`src/rtl/smc_pkg.sv`:
```
package smc_pkg;

  typedef struct packed {
    logic       page;
    logic       wide;
    logic [3:0] asu;
    logic [3:0] csu;
    logic [4:0] acc;
    logic [3:0] csh;
    logic [3:0] adh;
    logic [3:0] pacc;
  } bank_cfg_t;

  localparam int CFG_W = $bits(bank_cfg_t);

  typedef enum logic [2:0] {
    PH_IDLE, PH_ASU, PH_CSU, PH_STRB, PH_CSH, PH_ADH
  } phase_e;

  function automatic phase_e ph_succ(phase_e p);
    case (p)
      PH_ASU:  return PH_CSU;
      PH_CSU:  return PH_STRB;
      PH_STRB: return PH_CSH;
      PH_CSH:  return PH_ADH;
      default: return PH_IDLE;
    endcase
  endfunction

  // Step past phases whose programmed length is zero.
  function automatic phase_e ph_skip(phase_e p, bank_cfg_t c);
    phase_e q;
    q = p;
    if (q == PH_ASU && c.asu == 4'd0) q = PH_CSU;
    if (q == PH_CSU && c.csu == 4'd0) q = PH_STRB;
    if (q == PH_CSH && c.csh == 4'd0) q = PH_ADH;
    if (q == PH_ADH && c.adh == 4'd0) q = PH_IDLE;
    return q;
  endfunction

  function automatic logic [5:0] ph_len(phase_e p, bank_cfg_t c, logic later);
    case (p)
      PH_ASU:  return {2'b00, c.asu};
      PH_CSU:  return {2'b00, c.csu};
      PH_STRB: begin
        if (later) return (c.pacc == 4'd0) ? 6'd1 : {2'b00, c.pacc};
        else       return {1'b0, c.acc} + 6'd1;
      end
      PH_CSH:  return {2'b00, c.csh};
      PH_ADH:  return {2'b00, c.adh};
      default: return 6'd0;
    endcase
  endfunction

endpackage

```
`src/rtl/smc_cfg_regs.sv`:
```
module smc_cfg_regs
  import smc_pkg::*;
#(
  parameter int NB = 4,
  localparam int BW = (NB > 1) ? $clog2(NB) : 1
) (
  input  logic          clk,
  input  logic          rst,
  input  logic          wr_en,
  input  logic [BW-1:0] wr_bank,
  input  bank_cfg_t     wr_data,
  input  logic [BW-1:0] rd_bank,
  output bank_cfg_t     rd_cfg
);

  bank_cfg_t regs [NB];

  always_ff @(posedge clk) begin
    if (rst) begin
      for (int i = 0; i < NB; i++) regs[i] <= '0;
    end else if (wr_en && (int'(wr_bank) < NB)) begin
      regs[wr_bank] <= wr_data;
    end
  end

  assign rd_cfg = (int'(rd_bank) < NB) ? regs[rd_bank] : '0;

endmodule

```
`src/rtl/smc_datapath.sv`:
```
module smc_datapath
  import smc_pkg::*;
#(
  parameter int DW = 16,
  localparam int HW = DW / 2
) (
  input  logic          wide,
  input  logic [DW-1:0] wdata,
  input  logic [DW-1:0] dq_in,
  output logic [DW-1:0] dq_out,
  output logic [DW-1:0] rdata
);

  always_comb begin
    if (wide) begin
      dq_out = wdata;
      rdata  = dq_in;
    end else begin
      dq_out = {{(DW-HW){1'b0}}, wdata[HW-1:0]};
      rdata  = {{(DW-HW){1'b0}}, dq_in[HW-1:0]};
    end
  end

endmodule

```
`src/rtl/smc_seq.sv`:
```
module smc_seq
  import smc_pkg::*;
#(
  parameter int NB = 4,
  parameter int AW = 20,
  parameter int DW = 16,
  localparam int BW = (NB > 1) ? $clog2(NB) : 1
) (
  input  logic          clk,
  input  logic          rst,
  input  logic          req_valid,
  output logic          req_ready,
  input  logic          req_write,
  input  logic [AW-1:0] req_addr,
  input  logic [DW-1:0] req_wdata,
  input  bank_cfg_t     sel_cfg,
  output logic [AW-1:0] mem_addr,
  output logic [NB-1:0] cs_n,
  output logic          oe_n,
  output logic          we_n,
  output logic          dq_oe,
  output logic [DW-1:0] wdata_held,
  output logic          wide_held,
  output logic          beat_end
);

  phase_e        phase, ph_n, p_tmp;
  logic [5:0]    cnt, cnt_n;
  logic [1:0]    beat, beat_n;
  logic          adv_lo, take;
  bank_cfg_t     snap;
  logic          wr_q;
  logic [AW-1:0] addr_q;
  logic [BW-1:0] bank_q, req_bank, bank_n;
  logic [DW-1:0] wdata_q;
  logic          wr_n;
  logic [NB-1:0] cs_nxt;
  logic [NB-1:0] cs_q;
  logic          oe_q, we_q, dqoe_q;

  assign req_bank = req_addr[AW-1 -: BW];
  assign take     = req_valid && (phase == PH_IDLE);
  assign bank_n   = (phase == PH_IDLE) ? req_bank : bank_q;
  assign wr_n     = (phase == PH_IDLE) ? req_write : wr_q;

  always_comb begin
    ph_n   = phase;
    cnt_n  = cnt;
    beat_n = beat;
    adv_lo = 1'b0;
    p_tmp  = PH_IDLE;
    if (phase == PH_IDLE) begin
      if (req_valid) begin
        p_tmp  = ph_skip(PH_ASU, sel_cfg);
        ph_n   = p_tmp;
        cnt_n  = ph_len(p_tmp, sel_cfg, 1'b0) - 6'd1;
        beat_n = 2'd0;
      end
    end else if (cnt != 6'd0) begin
      cnt_n = cnt - 6'd1;
    end else if (phase == PH_STRB && !wr_q && snap.page && beat != 2'd3) begin
      beat_n = beat + 2'd1;
      cnt_n  = ph_len(PH_STRB, snap, 1'b1) - 6'd1;
      adv_lo = 1'b1;
    end else begin
      p_tmp = ph_skip(ph_succ(phase), snap);
      ph_n  = p_tmp;
      cnt_n = (p_tmp == PH_IDLE) ? 6'd0 : ph_len(p_tmp, snap, 1'b0) - 6'd1;
    end
  end

  always_comb begin
    cs_nxt = '1;
    if (ph_n == PH_CSU || ph_n == PH_STRB || ph_n == PH_CSH) begin
      for (int i = 0; i < NB; i++) begin
        if (bank_n == BW'(i)) cs_nxt[i] = 1'b0;
      end
    end
  end

  always_ff @(posedge clk) begin
    if (rst) begin
      phase   <= PH_IDLE;
      cnt     <= '0;
      beat    <= '0;
      snap    <= '0;
      wr_q    <= 1'b0;
      addr_q  <= '0;
      bank_q  <= '0;
      wdata_q <= '0;
      cs_q    <= '1;
      oe_q    <= 1'b1;
      we_q    <= 1'b1;
      dqoe_q  <= 1'b0;
    end else begin
      phase <= ph_n;
      cnt   <= cnt_n;
      beat  <= beat_n;
      if (take) begin
        snap    <= sel_cfg;
        wr_q    <= req_write;
        addr_q  <= req_addr;
        bank_q  <= req_bank;
        wdata_q <= req_wdata;
      end else if (adv_lo) begin
        addr_q[1:0] <= addr_q[1:0] + 2'd1;
      end
      cs_q   <= cs_nxt;
      oe_q   <= !(ph_n == PH_STRB && !wr_n);
      we_q   <= !(ph_n == PH_STRB && wr_n);
      dqoe_q <= (ph_n == PH_STRB) && wr_n;
    end
  end

  assign req_ready  = (phase == PH_IDLE);
  assign mem_addr   = addr_q;
  assign cs_n       = cs_q;
  assign oe_n       = oe_q;
  assign we_n       = we_q;
  assign dq_oe      = dqoe_q;
  assign wdata_held = wdata_q;
  assign wide_held  = snap.wide;
  assign beat_end   = (phase == PH_STRB) && (cnt == 6'd0) && !wr_q;

endmodule

```
`src/rtl/smc_bank_ctrl.sv`:
```
module smc_bank_ctrl
  import smc_pkg::*;
#(
  parameter int NB = 4,
  parameter int AW = 20,
  parameter int DW = 16,
  localparam int BW = (NB > 1) ? $clog2(NB) : 1
) (
  input  logic             clk,
  input  logic             rst,
  input  logic             cfg_wr,
  input  logic [BW-1:0]    cfg_bank,
  input  logic [CFG_W-1:0] cfg_word,
  input  logic             req_valid,
  output logic             req_ready,
  input  logic             req_write,
  input  logic [AW-1:0]    req_addr,
  input  logic [DW-1:0]    req_wdata,
  output logic             rsp_valid,
  output logic [DW-1:0]    rsp_data,
  output logic [AW-1:0]    mem_addr,
  output logic [NB-1:0]    mem_cs_n,
  output logic             mem_oe_n,
  output logic             mem_we_n,
  output logic [DW-1:0]    mem_dq_out,
  output logic             mem_dq_oe,
  input  logic [DW-1:0]    mem_dq_in
);

  bank_cfg_t     sel_cfg;
  logic [DW-1:0] wdata_held, rdata;
  logic          wide_held, beat_end;

  smc_cfg_regs #(.NB(NB)) i_regs (
    .clk     (clk),
    .rst     (rst),
    .wr_en   (cfg_wr),
    .wr_bank (cfg_bank),
    .wr_data (bank_cfg_t'(cfg_word)),
    .rd_bank (req_addr[AW-1 -: BW]),
    .rd_cfg  (sel_cfg)
  );

  smc_seq #(.NB(NB), .AW(AW), .DW(DW)) i_seq (
    .clk        (clk),
    .rst        (rst),
    .req_valid  (req_valid),
    .req_ready  (req_ready),
    .req_write  (req_write),
    .req_addr   (req_addr),
    .req_wdata  (req_wdata),
    .sel_cfg    (sel_cfg),
    .mem_addr   (mem_addr),
    .cs_n       (mem_cs_n),
    .oe_n       (mem_oe_n),
    .we_n       (mem_we_n),
    .dq_oe      (mem_dq_oe),
    .wdata_held (wdata_held),
    .wide_held  (wide_held),
    .beat_end   (beat_end)
  );

  smc_datapath #(.DW(DW)) i_dp (
    .wide   (wide_held),
    .wdata  (wdata_held),
    .dq_in  (mem_dq_in),
    .dq_out (mem_dq_out),
    .rdata  (rdata)
  );

  always_ff @(posedge clk) begin
    if (rst) begin
      rsp_valid <= 1'b0;
      rsp_data  <= '0;
    end else begin
      rsp_valid <= beat_end;
      if (beat_end) rsp_data <= rdata;
    end
  end

endmodule

```
`config.mk`:
```
export PLATFORM = sky130hd
export DESIGN_NAME = smc_bank_ctrl
export DESIGN_NICKNAME = d
export VERILOG_FILES = /design/src/rtl/smc_pkg.sv /design/src/rtl/smc_cfg_regs.sv /design/src/rtl/smc_datapath.sv /design/src/rtl/smc_seq.sv /design/src/rtl/smc_bank_ctrl.sv
export SDC_FILE = /design/constraint.sdc
export NUM_CORES = 1
export LEC_CHECK = 0
export ABC_CLOCK_PERIOD_IN_PS = 3950
export BUFFER_PORTS_ARGS = -buffer_cell sky130_fd_sc_hd__buf_4
export CAP_MARGIN = 20
export CORE_UTILIZATION = 57
export CTS_CLUSTER_DIAMETER = 30
export DETAILED_ROUTE_END_ITERATION = 10
export GPL_ROUTABILITY_DRIVEN = 0
export PLACE_DENSITY = 0.79
export SYNTH_ARGS = -nofsm -noshare
export SYNTH_HDL_FRONTEND = slang
export SYNTH_SLANG_ARGS = --single-unit
```
`constraint.sdc`:
```
create_clock -name clk -period 3.95 [get_ports clk]
set_input_delay 0.79 -clock clk [delete_from_list [all_inputs] [get_ports clk]]
set_output_delay 0.79 -clock clk [all_outputs]
set_load 0.005 [all_outputs]
```
==> results of run 1 <==
-- metal layers --
layer / GRT usage (%) / vias up
met5: 0 / -
met4: 10.3 / 0
met3: 6.07 / 53
met2: 46.7 / 260
met1: 31.0 / 3324
li1: - / 3365
-- area by class of cell --
cell class	count	area, um2
sequential	203	5140
fill	1107	4270
multi-input combinational	594	3880
timing repair buffer	157	1180
clock buffer	57	1090
tap	216	270
clock inverter	8	76.3
inverter	10	37.5
-- cell families (layout without fill, tap and decap cells) --
group / Yosys count / count (layout) / share of synthesized area (%)
AND/OR/NAND/NOR: 388 / 388 / 21.5
AO/OA/AOI/OAI: 152 / 152 / 9.98
flip-flops: 203 / 203 / 55.2
XOR/XNOR: 15 / 15 / 1.41
buffers and inverters: 73 / 232 / 3.55
multiplexers: 32 / 32 / 7.39
adder cells (fa/ha/maj): 7 / 7 / 0.940
-- worst reg2reg max path, cell delays in order, from the launching register on --
cell	delay, ns
dfxtp_1	0.47
or3_1	0.65
inv_1	0.46
and2_2	0.24
buf_4	0.52
nand2_1	0.14
and2_1	0.21
nor4_2	0.27
inv_1	0.06
-- stage by stage --
| step | worst slack (ns) | util (%) | std cells | hold slack (ns) | area [um2] |
|---|---|---|---|---|---|
| after floorplan | 0.910 | - | 870 | 0.432 | 9310 |
| after global placement | 0.501 | 65.9 | 1180 | 0.437 | 10500 |
| after detailed placement | 0.395 | 65.9 | 1180 | 0.442 | 10500 |
| after CTS | 0.841 | 73.2 | 1245 | 0.451 | 11700 |
| after global routing | 0.538 | 73.2 | 1245 | 0.470 | 11700 |
| final | 0.830 | 73.2 | 1245 | 0.449 | 11700 |
-- sequential cells by signal (all words and copies together) (netlist names) --
signal            flops
i_regs.regs         108
i_seq.oe_n            1
i_seq.bank_q          2
i_seq.wdata_held     16
rsp_valid             1
i_seq.snap           22
i_seq.cnt             6
i_seq.dq_oe           1
i_seq.beat            2
i_seq.cs_n            4
rsp_data             16
i_seq.mem_addr       18
i_seq.wide_held       1
i_seq.phase           3
i_seq.we_n            1
i_seq.wr_q            1
-- power by group through the flow --
| stage | combinational, W | sequential, W | clock (W) |
|---|---|---|---|
| 4_1_cts | 0.00174 | 0.00270 | 0.00294 |
| 3_3_place_gp | 0.00170 | 0.00272 | 0 |
| 6_report | 0.00175 | 0.00270 | 0.00291 |
| 5_1_grt | 0.00194 | 0.00273 | 0.00304 |
| 2_1_floorplan | 0.00124 | 0.00265 | 0 |
| 3_5_place_dp | 0.00172 | 0.00273 | 0 |
-- worst max-delay path by stage --
stage | startpoint | to | slack [ns] | depth (start not counted)
floorplan | req_addr[18] | i_seq.cnt[5]$_SDFFE_PP0P_ | 0.91 | 10
global placement | req_addr[18] | i_seq.cnt[5]$_SDFFE_PP0P_ | 0.50 | 10
detailed placement | req_addr[18] | i_seq.cs_n[1]$_SDFF_PP1_ | 0.39 | 7
CTS | i_seq.phase[0]$_SDFF_PP0_ | i_seq.we_n$_SDFF_PP1_ | 0.84 | 8
global route | i_seq.phase[0]$_SDFF_PP0_ | i_seq.we_n$_SDFF_PP1_ | 0.54 | 8
finish | i_seq.phase[0]$_SDFF_PP0_ | i_seq.we_n$_SDFF_PP1_ | 0.83 | 8
-- cells in the mapped netlist, types with 3 or more instances --
master	number	area (um2)
edfxtp_1	108	3240
ha_1	7	87.6
inv_1	10	37.5
mux2i_1	5	50.1
o221ai_1	4	35.0
o21a_1	4	30.0
nand2_1	162	608
o21ai_0	15	75.1
nand4_1	4	25.0
xnor2_1	9	78.8
nand2b_1	8	50.1
o22ai_1	7	43.8
nor2_1	18	67.6
a211oi_1	6	45.0
a21oi_1	85	425
or2_2	4	25.0
or2_1	3	18.8
and2_1	120	751
mux4_1	8	210
dfxtp_1	95	1900
nor3_1	11	55.1
nor4_1	5	31.3
or3_1	4	25.0
mux4_2	19	428
nor3b_1	9	67.6
buf_1	6	22.5
clkbuf_1	45	169
a211o_1	3	26.3
buf_4	8	60.1
nand3_1	22	110
xor2_1	6	52.6
-- placed cells by master, fill, tap and decap left out, drive strengths merged, types with 4 or more instances in the layout --
cell type	count
and2	121
nand4	4
o221ai	4
dfxtp	95
a21oi	85
edfxtp	108
buf	157
ha	7
nor2	18
a211oi	6
o22ai	8
o21a	4
clkbuf	57
nand3	22
nor3	12
inv	10
nor4	8
or2	8
nand2b	8
xnor2	9
mux4	27
xor2	6
mux2i	5
clkinv	6
nand2	162
or3	4
o21ai	15
nor3b	10
==> metrics.txt, run 1 <==
status finished, final reports clean; initial antenna violation count 0; CP peak stage delay 0.64 ns; largest net degree at the start of global routing 94; hold path start i_seq.wdata_held[12]$_SDFFE_PP0P_; cell-internal power 0.00516 W; met3 WL 1440 um; Die W 130 um; Pre-Repair DR Iteration Count 5; Power Total 0.00736 W; overall routing resource usage 26.3%; Worst VDD drop 0.000322 V; setup_tns 0 ns; DR top layer met4; FF-to-FF path depth 8; Pleak 4.46 nW; Critical Path RT 4.32 ns; Critical Path End Type flip-flop; total net switching power 0.00220 W; Std-Cell Rows 46; number of setup buffers added after CTS 0; Sw Ratio 29.9%; Ys Warns 0; Critical Path, Cell by Cell or3_1 -> inv_1 -> and2_2 -> buf_4 -> nand2_1 -> and2_1 -> nor4_2 -> inv_1; DRT antenna net count 0; cell area after synthesis 9310 um2; routed length per instance 17.5 um; DPL Wire Length 14,000 um; starting density of the core 58.4%; Root Driver clkbuf_16; DRC Markers 0; Slowest cell on crit path or3_1; combinational share of power 23.7%; Max Cap Violations 0; vias in the first global route 6,822; Yosys reg bits 203; RR Startpoint i_seq.phase[0]$_SDFF_PP0_; core area 15,900 um2; FF-to-FF End i_seq.we_n$_SDFF_PP1_; critical path class reg2reg; Primary FF master, synth edfxtp_1; number of DRC markers in iteration 0 493; Max Slew Vio Count 0; Tcrit/Tclk final 79.0%; ant diodes 0; r2r setup slk 0.83 ns; Slew Limit Headroom 29.5%; first-pass GRT wire length 33,800 um; pwr/cell area 630 nW/um2; Layout area overhead 25.4%; final hold vios 0; Port Buffer Count 146; CTS buffer count 38; worst-path fanout max 61; Clk pin slew, worst setup/hold paths 0.04 ns; share of layout cells above drive strength 1 24.2%; CTS resizes 0; worst hold stages 2; Syn Inst Count 870; skew final 0.0160 ns; die height 130 um; Routed WL 21,800 um; Sink Count 203; worst skew pair latency 0.50 ns; vias per cell 5.62; most used cell, CP inv_1; library cells used by synthesis 67; Period minus WS final 3.12 ns; Fmax 321 MHz; total gr overflow 0; # nets final 1,097; share of power burned in registers 36.7%; async set-reset flop share out of synthesis 0%; Synthesized Nets 963; wire length on met2 11,100 um; Crit path max-delay family simple AND/OR/NAND/NOR gates; RSZ-0062 raised after global routing no; worst path arrival time 3.49 ns; DIE AREA 16,900 um2; sequential-to-total area share from yosys stat 55.2%; H-tree depth 2; CTS tree yes; Startpoint Class flip-flop; IO Pins 147; met1 wire length 8630 um; share of total power in the clock network 39.6%; Post-synth EDFFs 108; Hold Buf Count CTS 0; Final setup violation count 0; Slew @ Worst Pin 1.06 ns; vias after detailed routing 7,002; crit path buf inv count 3; hold crit path type reg2reg; Max Root-Sink Buffers 3; Hold Path Sink i_seq.wdata_held[12]$_SDFFE_PP0P_; Avg Cell Area, Syn 10.7 um2
No activity file was read; power rests on OpenSTA's default activity.
==> run 2: changes to the inputs <==
--- a/config.mk
+++ b/config.mk
@@ -5,7 +5,7 @@
 export SDC_FILE = /design/constraint.sdc
 export NUM_CORES = 1
 export LEC_CHECK = 0
-export ABC_CLOCK_PERIOD_IN_PS = 3950
+export ABC_CLOCK_PERIOD_IN_PS = 2900
 export BUFFER_PORTS_ARGS = -buffer_cell sky130_fd_sc_hd__buf_4
 export CAP_MARGIN = 20
 export CORE_UTILIZATION = 57
==> constraint.sdc (replaced) <==
create_clock -name clk -period 2.9 [get_ports clk]
set_input_delay 0.58 -clock clk [delete_from_list [all_inputs] [get_ports clk]]
set_output_delay 0.58 -clock clk [all_outputs]
set_load 0.005 [all_outputs]
==> metrics.txt, run 2 (synthesis gave the netlist of run 1 again) <==
DPL Wire Length 14,200 um (+1.9%); FF-to-FF path depth 12 (+4); DRC Markers 0 (unchanged); vias after detailed routing 7,153 (+2.2%); Slew @ Worst Pin 0.921 ns (-0.135 ns); share of layout cells above drive strength 1 27.5% (+3.3 points); Routed WL 22,200 um (+1.7%); hold path start req_wdata[1]; Hold Buf Count CTS 0 (unchanged); H-tree depth 2 (unchanged); Max Slew Vio Count 0 (unchanged); Hold Path Sink i_seq.wdata_held[1]$_SDFFE_PP0P_; hold crit path type in2reg; largest net degree at the start of global routing 56 (-40%); Port Buffer Count 146 (unchanged); vias per cell 5.60 (-0.48%); Period minus WS final 2.57 ns (-0.553 ns); commonest non-fill, non-tap cells in the layout 182 x buf_4, 161 x nand2_1, 119 x and2_1; first-pass GRT wire length 33,900 um (+0.39%); Sink Count 203 (unchanged); Critical Path End Type flip-flop; Slew Limit Headroom 38.4% (+8.9 points); DIE AREA 16,900 um2 (unchanged); final hold vios 0 (unchanged); Worst VDD drop 0.000558 V (+73%); pwr/cell area 883 nW/um2 (+40%); skew final 0.0204 ns (+0.00439 ns); Critical Path RT 3.27 ns (-1.05 ns); r2r setup slk 0.33 ns (-0.50 ns); DRT antenna net count 0 (unchanged); Layout area overhead 29.4%; worst path arrival time 2.94 ns (-0.55 ns); Largest Register i_regs.regs; status finished, final reports clean; Clk pin slew, worst setup/hold paths 0.05 ns (about the same); worst-path fanout max 6 (-90%); CTS resizes 0 (unchanged); # nets final 1,125 (+2.6%); overall routing resource usage 26.3% (about the same); Pleak 4.65 nW (+4.4%); Startpoint Class flip-flop; Hold Worst Slack 0.322 ns (-0.127 ns); number of DRC markers in iteration 0 382 (-23%); most common cell after layout, fill and taps aside buf_4; initial antenna violation count 0 (unchanged); RSZ-0062 raised after global routing no; CTS buffer count 38 (unchanged); critical path class reg2reg; FF-to-FF End i_seq.cs_n[1]$_SDFF_PP1_; Max Cap Violations 0 (unchanged); Fmax 390 MHz (+22%); vias in the first global route 6,753 (-1.0%); Largest register FFs 108 (unchanged); Tcrit/Tclk final 88.5% (+9.5 points); Std-Cell Rows 46 (unchanged); Power Total 0.0106 W (+45%); starting density of the core 58.4% (unchanged); setup_tns 0 ns (unchanged); number of setup buffers added after CTS 0 (unchanged); CTS tree yes; worst hold stages 3 (+1); Die W 130 um (unchanged); routed length per instance 17.3 um (-0.91%); IO Pins 147 (unchanged); DP Area 10,700 um2 (+2.1%); Final setup violation count 0 (unchanged); Pre-Repair DR Iteration Count 4 (-1); Post-Layout Inst Area 12,100 um2 (+3.2%); Root Driver clkbuf_16; worst skew pair latency 0.51 ns (about the same); ant diodes 0 (unchanged); RR Startpoint i_seq.cnt[0]$_SDFFE_PP0P_; Max Root-Sink Buffers 3 (unchanged); die height 130 um (unchanged); total gr overflow 0 (unchanged); core area 15,900 um2 (unchanged)
==> run 2: changes by cell type in the layout (fill, tap and decap cells not counted), moves of 3 or more <==
cell	change
clkbuf_1	-8
clkinv_4	+5
clkbuf_8	-6
clkinvlp_4	+7
buf_4	+25
inv_6	+3
clkbuf_16	+3
==> run 2: worst max path at each step <==
stage	start	end	slack, ns	cells after the start
global route	i_seq.cnt[0]$_SDFFE_PP0P_	i_seq.cs_n[1]$_SDFF_PP1_	0.05	12
floorplan	req_addr[18]	i_seq.cnt[5]$_SDFFE_PP0P_	0.07	10
finish	i_seq.cnt[0]$_SDFFE_PP0P_	i_seq.cs_n[1]$_SDFF_PP1_	0.33	12
detailed placement	req_addr[18]	i_seq.cnt[2]$_SDFFE_PP0P_	-0.1	9
global placement	req_addr[18]	i_seq.cnt[5]$_SDFFE_PP0P_	-0.02	9
CTS	i_seq.snap[20]$_SDFFE_PP0P_	i_seq.cnt[5]$_SDFFE_PP0P_	0.36	7
==> run 2: cell type report <==
type	instances	area, um2
clock buffer	46	1050
clock inverter	24	260
fill	1019	3890
inverter	10	37.5
multi-input combinational	594	3870
sequential	203	5140
tap	216	270
timing repair buffer	185	1420
==> run 2: worst max-delay path, cell delays in order (launching register included) <==
cell      delay [ns]
dfxtp_1         0.31
inv_1           0.12
ha_1            0.24
nor4b_1         0.27
buf_4           0.18
o311ai_1        0.13
buf_4           0.19
o21ai_0         0.21
nand2_1         0.12
or2_1           0.27
a21oi_1         0.16
buf_4           0.15
o21ai_0         0.09
==> run 2: per-stage QoR <==
step | util [%] | setup WS [ns] | std cells
after floorplan | - | 0.0701 | 870
after global placement | 67.3 | -0.0157 | 1207
after detailed placement | 67.3 | -0.100 | 1207
after CTS | 75.6 | 0.363 | 1277
after global routing | 75.6 | 0.0491 | 1278
final | 75.6 | 0.334 | 1278
==> run 2: routing by layer <==
layer  vias to the layer above  GRT usage [%]  share of wire (%)
met4                         0           10.8                2.7
met2                       258           45.6                 50
met1                      3423           32.3                 41
met3                        43           5.21                6.7
met5                         -              0                  0
li1                       3429              -                  -
==> run 2: power by group <==
group          leakage, nW  switching (W)  internal, W
logic                 2.20        0.00147      0.00113
registers             1.83       0.000244      0.00339
clock network        0.620        0.00151      0.00290
total                 4.65        0.00323      0.00742
==> run 3: changes to the inputs <==
--- a/config.mk
+++ b/config.mk
@@ -15,4 +15,5 @@
 export PLACE_DENSITY = 0.79
 export SYNTH_ARGS = -nofsm -noshare
 export SYNTH_HDL_FRONTEND = slang
+export SYNTH_HIERARCHICAL = 1
 export SYNTH_SLANG_ARGS = --single-unit
==> metrics.txt, run 3 <==
status finished, final reports clean; async set-reset flop share out of synthesis 0% (unchanged); Layout area overhead 27.3%; cell area after synthesis 9570 um2 (+2.7%); Routed WL 22,700 um (+2.5%); Max Cap Violations 0 (unchanged); sequential-to-total area share from yosys stat 53.8% (-1.5 points); share of power burned in registers 35.0% (+0.8 points); # nets final 1,131 (+0.53%); Tcrit/Tclk final 92.2% (+3.7 points); Period minus WS final 2.67 ns (+0.108 ns); Synth top cells by count 135 x nand2_1, 116 x and2_1, 108 x edfxtp_1, 95 x dfxtp_1, 84 x a21oi_1; vias in the first global route 7,125 (+5.5%); CTS tree yes; Power Total 0.0104 W (-2.5%); library cells used by synthesis 66 (-1.5%); Yosys reg bits 203 (unchanged); Root Driver clkbuf_16; RSZ-0062 raised after global routing no; Die W 132 um (+1.3%); Synthesized Nets 980 (+1.8%); Port Buffer Count 146 (unchanged); Post-synth EDFFs 108 (unchanged); Critical Path RT 2.32 ns (-0.95 ns); CTS buffer count 40 (+5.3%); worst-path fanout max 15 (+9); combinational share of power 21.2% (-3.3 points); Clk pin slew, worst setup/hold paths 0.04 ns (about the same); vias per cell 5.62 (+0.50%); Worst VDD drop 0.000461 V (-17%); Critical Path, Cell by Cell buf_4 -> or3_4 -> inv_1 -> buf_4 -> buf_4; Pleak 4.82 nW (+3.5%); Startpoint Class flip-flop; pre-CTS setup slack -0.0217 ns (+0.0783 ns); most common cell in the netlist nand2_1; starting density of the core 59.4% (+0.94 points); Final setup violation count 0 (unchanged); Largest register FFs 108 (unchanged); core area 16,100 um2 (+1.1%); Max Slew Vio Count 0 (unchanged); skew final 0.0169 ns (-0.00350 ns); Primary FF master, synth edfxtp_1; Pre-Repair DR Iteration Count 5 (+1); top-area cell type share of the netlist area 33.9% (-0.92 points); most used cell, CP buf_4; Slew Limit Headroom 39.5% (+1.1 points); Slowest cell on crit path or3_4; Hold Buf Count CTS 0 (unchanged); IO Pins 147 (unchanged); Inst Count DP 1,212 (+0.41%); largest net degree at the start of global routing 95 (+70%); final hold vios 0 (unchanged); routed length per instance 17.7 um (+1.9%); CTS resizes 0 (unchanged); critical path class reg2out; Crit path max-delay family buffers and inverters; Non-Filler Instances 1,285 (+0.55%); number of DRC markers in iteration 0 492 (+29%); Max Root-Sink Buffers 3 (unchanged); DPL Wire Length 14,600 um (+2.5%); Ys Warns 6 (+6); CP peak stage delay 0.47 ns (+0.16 ns); Avg Cell Area, Syn 10.8 um2 (+0.75%); total net switching power 0.00293 W (-9.3%); most area-consuming cells after synthesis edfxtp_1 34%, dfxtp_1 20%, and2_1 7.6%, mux4_2 6.4%, nand2_1 5.3%; Syn Inst Count 887 (+2.0%); Fmax 374 MHz (-4.0%); total gr overflow 0 (unchanged); DRT antenna net count 0 (unchanged); Sw Ratio 28.2% (-2.1 points); initial antenna violation count 0 (unchanged); H-tree depth 2 (unchanged); number of setup buffers added after CTS 0 (unchanged); hold crit path type in2reg; share of layout cells above drive strength 1 28.6% (+1.1 points); DRC Markers 0 (unchanged); vias after detailed routing 7,228 (+1.0%); Final Worst Setup Slack 0.225 ns (-0.108 ns); worst path arrival time 2.09 ns (-0.85 ns); cell taking the most area after synthesis edfxtp_1; ant diodes 0 (unchanged); crit path buf inv count 4 (unchanged); Sink Count 203 (unchanged); Largest Register i_regs/regs; Hold Worst Slack 0.318 ns (-0.00408 ns); setup_tns 0 ns (unchanged); pwr/cell area 853 nW/um2 (-3.4%); worst skew pair latency 0.51 ns (about the same); cell-internal power 0.00746 W (+0.50%); commonest non-fill, non-tap cells in the layout 178 x buf_4, 134 x nand2_1, 115 x and2_1; overall routing resource usage 26.3% (-0.069 points); most common cell after layout, fill and taps aside buf_4; DIE AREA 17,300 um2 (+2.7%); first-pass GRT wire length 36,200 um (+6.7%); Std-Cell Rows 46 (unchanged); Slew @ Worst Pin 0.905 ns (-0.0163 ns); Critical Path End Type output pin; share of total power in the clock network 43.7% (+2.3 points); die height 132 um (+1.3%)
[run 3: cell count changes after synthesis, moves of 8 or more]
cell / previous run / this run
mux4_2: 19 / 27
nand2_1: 162 / 135
and2_2: 0 / 12
clkbuf_1: 45 / 25
buf_4: 8 / 17
nand3_1: 22 / 13
mux4_1: 8 / 0
buf_2: 2 / 14
mux2i_1: 5 / 22
nor2_1: 18 / 50
[run 3: logic make-up after synthesis]
kind of cell,after synthesis,share of synthesized area [%]
DFF,203,53.8
AOI/OAI and AO/OA,141,8.89
xor gates and xnor gates,15,1.37
muxes,51,8.89
and+or+nand+nor,386,21.3
buffers and inverters,84,4.88
adders and majority gates,7,0.915
[run 3: power groups by stage]
stage,Sequential [W],Clock (W),Combinational [W]
2_1_floorplan,0.00357,0,0.00154
3_3_place_gp,0.00366,0,0.00211
3_5_place_dp,0.00367,0,0.00215
4_1_cts,0.00363,0.00461,0.00218
5_1_grt,0.00367,0.00475,0.00241
6_report,0.00364,0.00454,0.00221
[run 3: area by class of cell]
cell class / count / area, um2
well taps: 216 / 270
fillers: 1048 / 3940
clock inverters: 27 / 318
repair buffers: 180 / 1380
flip-flops and latches: 203 / 5140
clock buffers: 46 / 1030
multi-input cells: 600 / 3990
inverters: 13 / 48.8
[run 3: worst paths after layout]
check,start,to,slack [ns],cells after the start
worst max register to register,i_seq/phase[1]$_SDFF_PP0_,i_seq/cnt[1]$_SDFFE_PP0P_,0.36,9
worst min register to register,i_seq/wdata_held[15]$_SDFFE_PP0P_,i_seq/wdata_held[15]$_SDFFE_PP0P_,0.45,2
worst max-delay path,i_seq/phase[0]$_SDFF_PP0_,req_ready,0.23,5
worst min-delay path,mem_dq_in[6],rsp_data[6]$_SDFFE_PP0P_,0.32,3
[run 3: layer usage]
layer | up-vias | track usage (%) | part of all wire, %
met4 | 0 | 7.88 | 1.3
li1 | 3430 | - | -
met1 | 3524 | 33.3 | 42
met3 | 26 | 4.71 | 5.6
met5 | - | 0 | 0
met2 | 248 | 45.6 | 51
[run 3: stage by stage]
| stage | instance area, um2 | util [%] |
|---|---|---|
| after CTS | 12200 | 75.5 |
| after floorplan | 9580 | - |
| after global placement | 10800 | 67.1 |
| after detailed placement | 10800 | 67.1 |
| after global routing | 12200 | 75.6 |
| final | 12200 | 75.6 |
[run 3: tightest hold or removal path, stage by stage]
cell and delay, ns:
buf_4 0.08, mux2i_1 0.06, nor2_1 0.07
